--- src/rtl/burst_addr_pkg.sv ---
package burst_addr_pkg;
  typedef struct packed {
    logic loadStb;
    logic stepStb;
  } burstStb_t;
endpackage

--- src/rtl/burst_ctrl.sv ---
module burst_ctrl
  import burst_addr_pkg::*;
(
  input  logic      loadEn,
  input  logic      advN,
  output burstStb_t stb
);
  // Load has priority: an advance on a load edge is dropped
  always_comb begin
    stb.loadStb = loadEn;
    stb.stepStb = !loadEn && !advN;
  end
endmodule

--- src/rtl/burst_datapath.sv ---
module burst_datapath
  import burst_addr_pkg::*;
#(
  parameter int ADDR_W = 17,
  parameter int BEAT_W = 2
) (
  input  logic              clk,
  input  logic              rstN,
  input  burstStb_t         stb,
  input  logic [ADDR_W-1:0] baseAddr,
  input  logic              modeIlv,
  output logic [ADDR_W-1:0] wordAddr
);
  localparam int UPPER_W = ADDR_W - BEAT_W;

  logic [ADDR_W-1:0] baseReg;
  logic [BEAT_W-1:0] beatReg;
  logic [BEAT_W-1:0] startLow;
  logic [BEAT_W-1:0] linLow;
  logic [BEAT_W-1:0] ilvLow;

  always_ff @(posedge clk or negedge rstN) begin
    if (!rstN) begin
      baseReg <= '0;
      beatReg <= '0;
    end else if (stb.loadStb) begin
      baseReg <= baseAddr;
      beatReg <= '0;
    end else if (stb.stepStb) begin
      beatReg <= beatReg + 1'b1;
    end
  end

  assign startLow = baseReg[BEAT_W-1:0];
  assign linLow   = startLow + beatReg;

  for (genvar b = 0; b < BEAT_W; b++) begin : g_ilv
    assign ilvLow[b] = startLow[b] ^ beatReg[b];
  end

  assign wordAddr = {baseReg[ADDR_W-1 -: UPPER_W], (modeIlv ? ilvLow : linLow)};
endmodule

--- src/rtl/burst_addr_gen.sv ---
module burst_addr_gen
  import burst_addr_pkg::*;
#(
  parameter int ADDR_W = 17,
  parameter int BEAT_W = 2
) (
  input  logic              clk,
  input  logic              rstN,
  input  logic              loadEn,
  input  logic [ADDR_W-1:0] baseAddr,
  input  logic              modeIlv,
  input  logic              advN,
  output logic [ADDR_W-1:0] wordAddr
);
  burstStb_t stb;

  burst_ctrl u_ctrl (
    .loadEn(loadEn),
    .advN  (advN),
    .stb   (stb)
  );

  burst_datapath #(.ADDR_W(ADDR_W), .BEAT_W(BEAT_W)) u_dp (
    .clk     (clk),
    .rstN    (rstN),
    .stb     (stb),
    .baseAddr(baseAddr),
    .modeIlv (modeIlv),
    .wordAddr(wordAddr)
  );
endmodule

--- config.mk ---
export PLATFORM = sky130hd
export DESIGN_NAME = burst_addr_gen
export DESIGN_NICKNAME = d
export VERILOG_FILES = /design/src/rtl/burst_addr_pkg.sv /design/src/rtl/burst_ctrl.sv /design/src/rtl/burst_datapath.sv /design/src/rtl/burst_addr_gen.sv
export SDC_FILE = /design/constraint.sdc
export NUM_CORES = 1
export LEC_CHECK = 0
export ABC_AREA = 1
export BUFFER_PORTS_ARGS = -buffer_cell sky130_fd_sc_hd__buf_4
export CAP_MARGIN = 5
export CORE_MARGIN = 2
export CORE_UTILIZATION = 46
export DETAILED_ROUTE_END_ITERATION = 6
export HOLD_SLACK_MARGIN = 0.08
export MAX_ROUTING_LAYER = met4
export PLACE_DENSITY = 0.89
export SLEW_MARGIN = 20
export SYNTH_ARGS = -nofsm -noshare
export SYNTH_HDL_FRONTEND = slang
export SYNTH_SLANG_ARGS = --single-unit
--- constraint.sdc ---
create_clock -name clk -period 1.37 [get_ports clk]
set_input_delay 0.3425 -clock clk [delete_from_list [all_inputs] [get_ports clk]]
set_output_delay 0.3425 -clock clk [all_outputs]
set_load 0.1 [all_outputs]
* Word-level counts from Yosys, hierarchy flattened *
Index checks and enable logic that the tools add are counted.
W data, S select, Z words.

word-level totals
  input bits = 22
  logic and storage cells = 13
  output and inout port bits = 17
  flip-flop bits (word level) = 19

cells by class
  multiplexer cells = 3
  reductions and logical operators = 4
  add/sub/neg operators = 2
  bitwise operators = 2

operators by type and width
  kind                   count
  $mux W2                3
  $add A2 B1 Y2 const B  1
  $add A2 B2 Y2          1
  $logic_not A1 Y1       2
  $reduce_bool A2 Y1     1
  $xor A1 B1 Y1          2
  $logic_and A1 B1 Y1    1

* Logic depth before layout (Yosys ltp) *
  word-level depth = 4
  depth in mapped cells = 6
  gate-level depth less buffers = 6

* Modules after synthesis *
Synthesis repeated with hierarchy kept, for this count alone.

unflattened totals
  cells, all modules = 112
  area total of the unflattened synthesis = 942.2 µm²

by module, submodules not included
  module          area each (µm²)  seq. area each (µm²)  cells each  times used
  burst_datapath  930.9            475.5                 110         1
  burst_ctrl      11.3             0.0                   2           1

* Worst setup path before layout *
OpenSTA, ideal clock, no wires.

  path type = register -> output
  start = register u_dp.beatReg[0]
  end = output port wordAddr[1]
  stages on the path, launching flop included = 7
  arrival time = 1.315 ns
  path slack = -0.288 ns
  buffers on the path = 0
  cell sequence = dfrtp_1 ha_1 inv_1 nor2_1 nand3_1 nand2_1 inv_1

on the way
  word-level cells in the longest chain between the ends = 2

RTL lines
  element                 line                  text
  start, declared         burst_datapath.sv:17  logic [BEAT_W-1:0] beatReg;
  start signal, assigned  burst_datapath.sv:30  beatReg <= beatReg + 1'b1;
  $add A2 B2 Y2           burst_datapath.sv:35  assign linLow = startLow + beatReg;
  $mux W2                 burst_datapath.sv:41  assign wordAddr = {baseReg[ADDR_W-1 -: UPPER_W], (modeIlv ? ilvLow : linLow)};
  end, declared           burst_addr_gen.sv:13  output logic [ADDR_W-1:0] wordAddr

Every way passes these cells.

* Final worst setup path *
  start = register u_dp.baseReg[0]
  end = output port wordAddr[1]

on the way
  word-level cells in the longest chain between the ends = 2

RTL lines
  element                 line                  text
  start, declared         burst_datapath.sv:16  logic [ADDR_W-1:0] baseReg;
  start signal, assigned  burst_datapath.sv:27  baseReg <= baseAddr;
  $add A2 B2 Y2           burst_datapath.sv:35
  $mux W2                 burst_datapath.sv:41

Every way passes these cells.

==> results.cfg <==
[outcome]
status = finished, violations left
failed_checks = setup timing

[flow_run]
drv_cap = 0

[global_routing]
grt-ovfl-total = 0
antenna_found_initial = 0
grt_max_degree = 20
grt_pass1_wl_um = 2939
grtUsageTotal_pct = 16.48
first_global_vias = 749

[placement]
portBuffers = 38
place.detailed.hpwl_um = 1204
gp_congestion = 0.7160
pre_cts_slack_ns = -0.07980

[setup_path]
required_ns = 1.03
path_max_fanout = 2
start_kind = flip-flop
worstSetupStartpoint = u_dp.baseReg[0]
path_cells = ha_4 -> inv_2 -> nor2_2 -> nand3_1 -> nand2_2 -> clkinvlp_4 -> buf_12
critPathMaxStageDelay_ns = 0.40
endpoint_kind = primary output
r2r_cells = 5
cp_num_buf_inv = 3
crit_slowest_cell = dfrtp_1
cp.depth = 7
r2r_start = u_dp.beatReg[0]
worstPathArrival_ns = 1.37
crit_family = flip-flops
critical_path_class = reg2out

[layout]
multiInputGateArea_um2 = 284.0
final-seq-area_um2 = 475.5
fillers = 185
fin_util_pct = 61.13
nets = 160
antenna_cells = 0
syn2layout_area_growth_pct = 28.28
drive_gt1_share_pct = 34.56

[hold_path]
min_from = advN
hold_path_class = in2reg
min_path_cells = 2

[yosys]
yosys.area.top_type = dfrtp_1
seq_area_frac_synth_pct = 51.91
syn_inst = 111
synth_most_common_cell = nand2_1
async_flop_share_pct = 100.0
synth-seq-cells = 19
yosys.cell_types.count = 12
synth_edf_count = 0
syn_nets = 134
synth_ff_type = dfrtp_1
syn_area_per_cell_um2 = 8.251
synthTopCellsByCount = 57 x nand2_1, 19 x dfrtp_1, 16 x buf_4, 6 x inv_1, 4 x nor2_1
yosysTopAreaCellShare_pct = 51.91
synth_warnings = 0
yosys-top-cells-area = dfrtp_1 52%, nand2_1 23%, buf_4 13%
syn_area_um2 = 915.9

[power]
p_per_area_nw_per_um2 = 1308
ir_drop_mv = 0.7653
p_leak_nw = 0.6477

[sta]
finalClockSkew_ns = 0.004773
setup_viol = 2
final.min_clock_period_ns = 1.717
hold_violations = 0
fmax_mhz = 582.4
grt_setup_unrepaired = yes
min_period_over_period_pct = 125.3
layout_setup_ws_ns = -0.3472
slew_headroom_pct = 81.28
finalSetupTns_ns = -0.4809
worst_pin_slew_ns = 0.2831
slew_violations = 0

[die]
floorplan.rows = 16
pin_count = 39
core_um2 = 1922
die_w_um = 48.62
initial_core_util_pct = 47.66
die-area_um2 = 2364
die_height_um = 48.62

[drt]
firstDrtPassIters = 4
drc = 0
wl_per_cell_um = 9.969
drt_iter0_drc = 9
viasPerCell = 4.350
dr_total_vias = 709
wirelength_um = 1625
ant_nets = 0

[clock_tree]
cts_max_path_buffers = 2
clk_pin_slew_ns = 0.10
h-tree-depth = 1
cts_root_buf = clkbuf_4
tritoncts = yes
cts_made_buffers = 3
clk_latency_ns = 0.28
cts.sinks = 19
## timing repair
item                                    4_1_cts  5_1_grt
hold endpoints to repair                     19        0
buffers inserted                              0        0
gates cloned                                  0        0
hold buffers                                  1        0
endpoints found under the setup margin        2        2
gates resized for setup                       9        1
pin swaps                                     3        1
## metrics by stage
step / cells / instance area [µm²] / hold slack, ns / total power, mW
6_report: 163 / 1175 / 0.2379 / 1.537
4_1_cts: 163 / 1172 / 0.2232 / 1.557
3_5_place_dp: 158 / 1099 / 0.2246 / 1.245
2_1_floorplan: 111 / 922.1 / 0.04691 / 1.161
3_3_place_gp: 158 / 1099 / 0.2216 / 1.235
5_1_grt: 163 / 1175 / 0.2206 / 1.620
## routing by layer
| layer | share of wire (%) | track usage (%) |
|---|---|---|
| met4 | 1.7 | 10.95 |
| met1 | 40 | 16.33 |
| met5 | 0 | - |
| met3 | 3.1 | 2.469 |
| met2 | 55 | 29.68 |
## cells in the final DEF (no fill, tap or decap), types with 2 or more instances in the layout
cell / instances
nor2_1: 3
dfrtp_1: 19
buf_12: 2
nand3_1: 2
clkbuf_4: 3
inv_1: 4
nand2_1: 56
buf_4: 36
## state kept, by name, indices dropped and copies added, names as in the netlist
signal,flops
u_dp.beatReg,2
u_dp.baseReg,17
## where the power goes
group	switching [mW]	leakage (nW)	internal, mW	total (mW)
registers	0.0306	0.233	0.609	0.639
clock network	0.151	0.0150	0.113	0.264
logic	0.468	0.399	0.165	0.633
## kinds of logic after synthesis
group                    Yosys count  share of synthesized area (%)
AND/OR/NAND/NOR                   63                          26.09
buffers and inverters             25                          18.99
flip-flops                        19                          51.91
AO/OA/AOI/OAI                      3                          1.638
adder cells (fa/ha/maj)            1                          1.366
## final cells by class
type	instances	share of cell area, %
sequential	19	40.47
timing repair buffer	39	27.26
multi-input combinational	67	24.17
inverter	7	2.982
tap	27	2.875
clock buffer	4	2.236
## final timing paths
kind	endpoint	slack (ns)
setup / recovery	wordAddr[1]	-0.35
hold / removal	u_dp.beatReg[0]	0.24
setup reg to reg	u_dp.beatReg[1]	0.49
hold reg to reg	u_dp.baseReg[2]	0.48
max in group asynchronous	u_dp.beatReg[1]	0.71
min in group asynchronous	u_dp.baseReg[0]	0.46
Power figures use the tool's default switching activity.
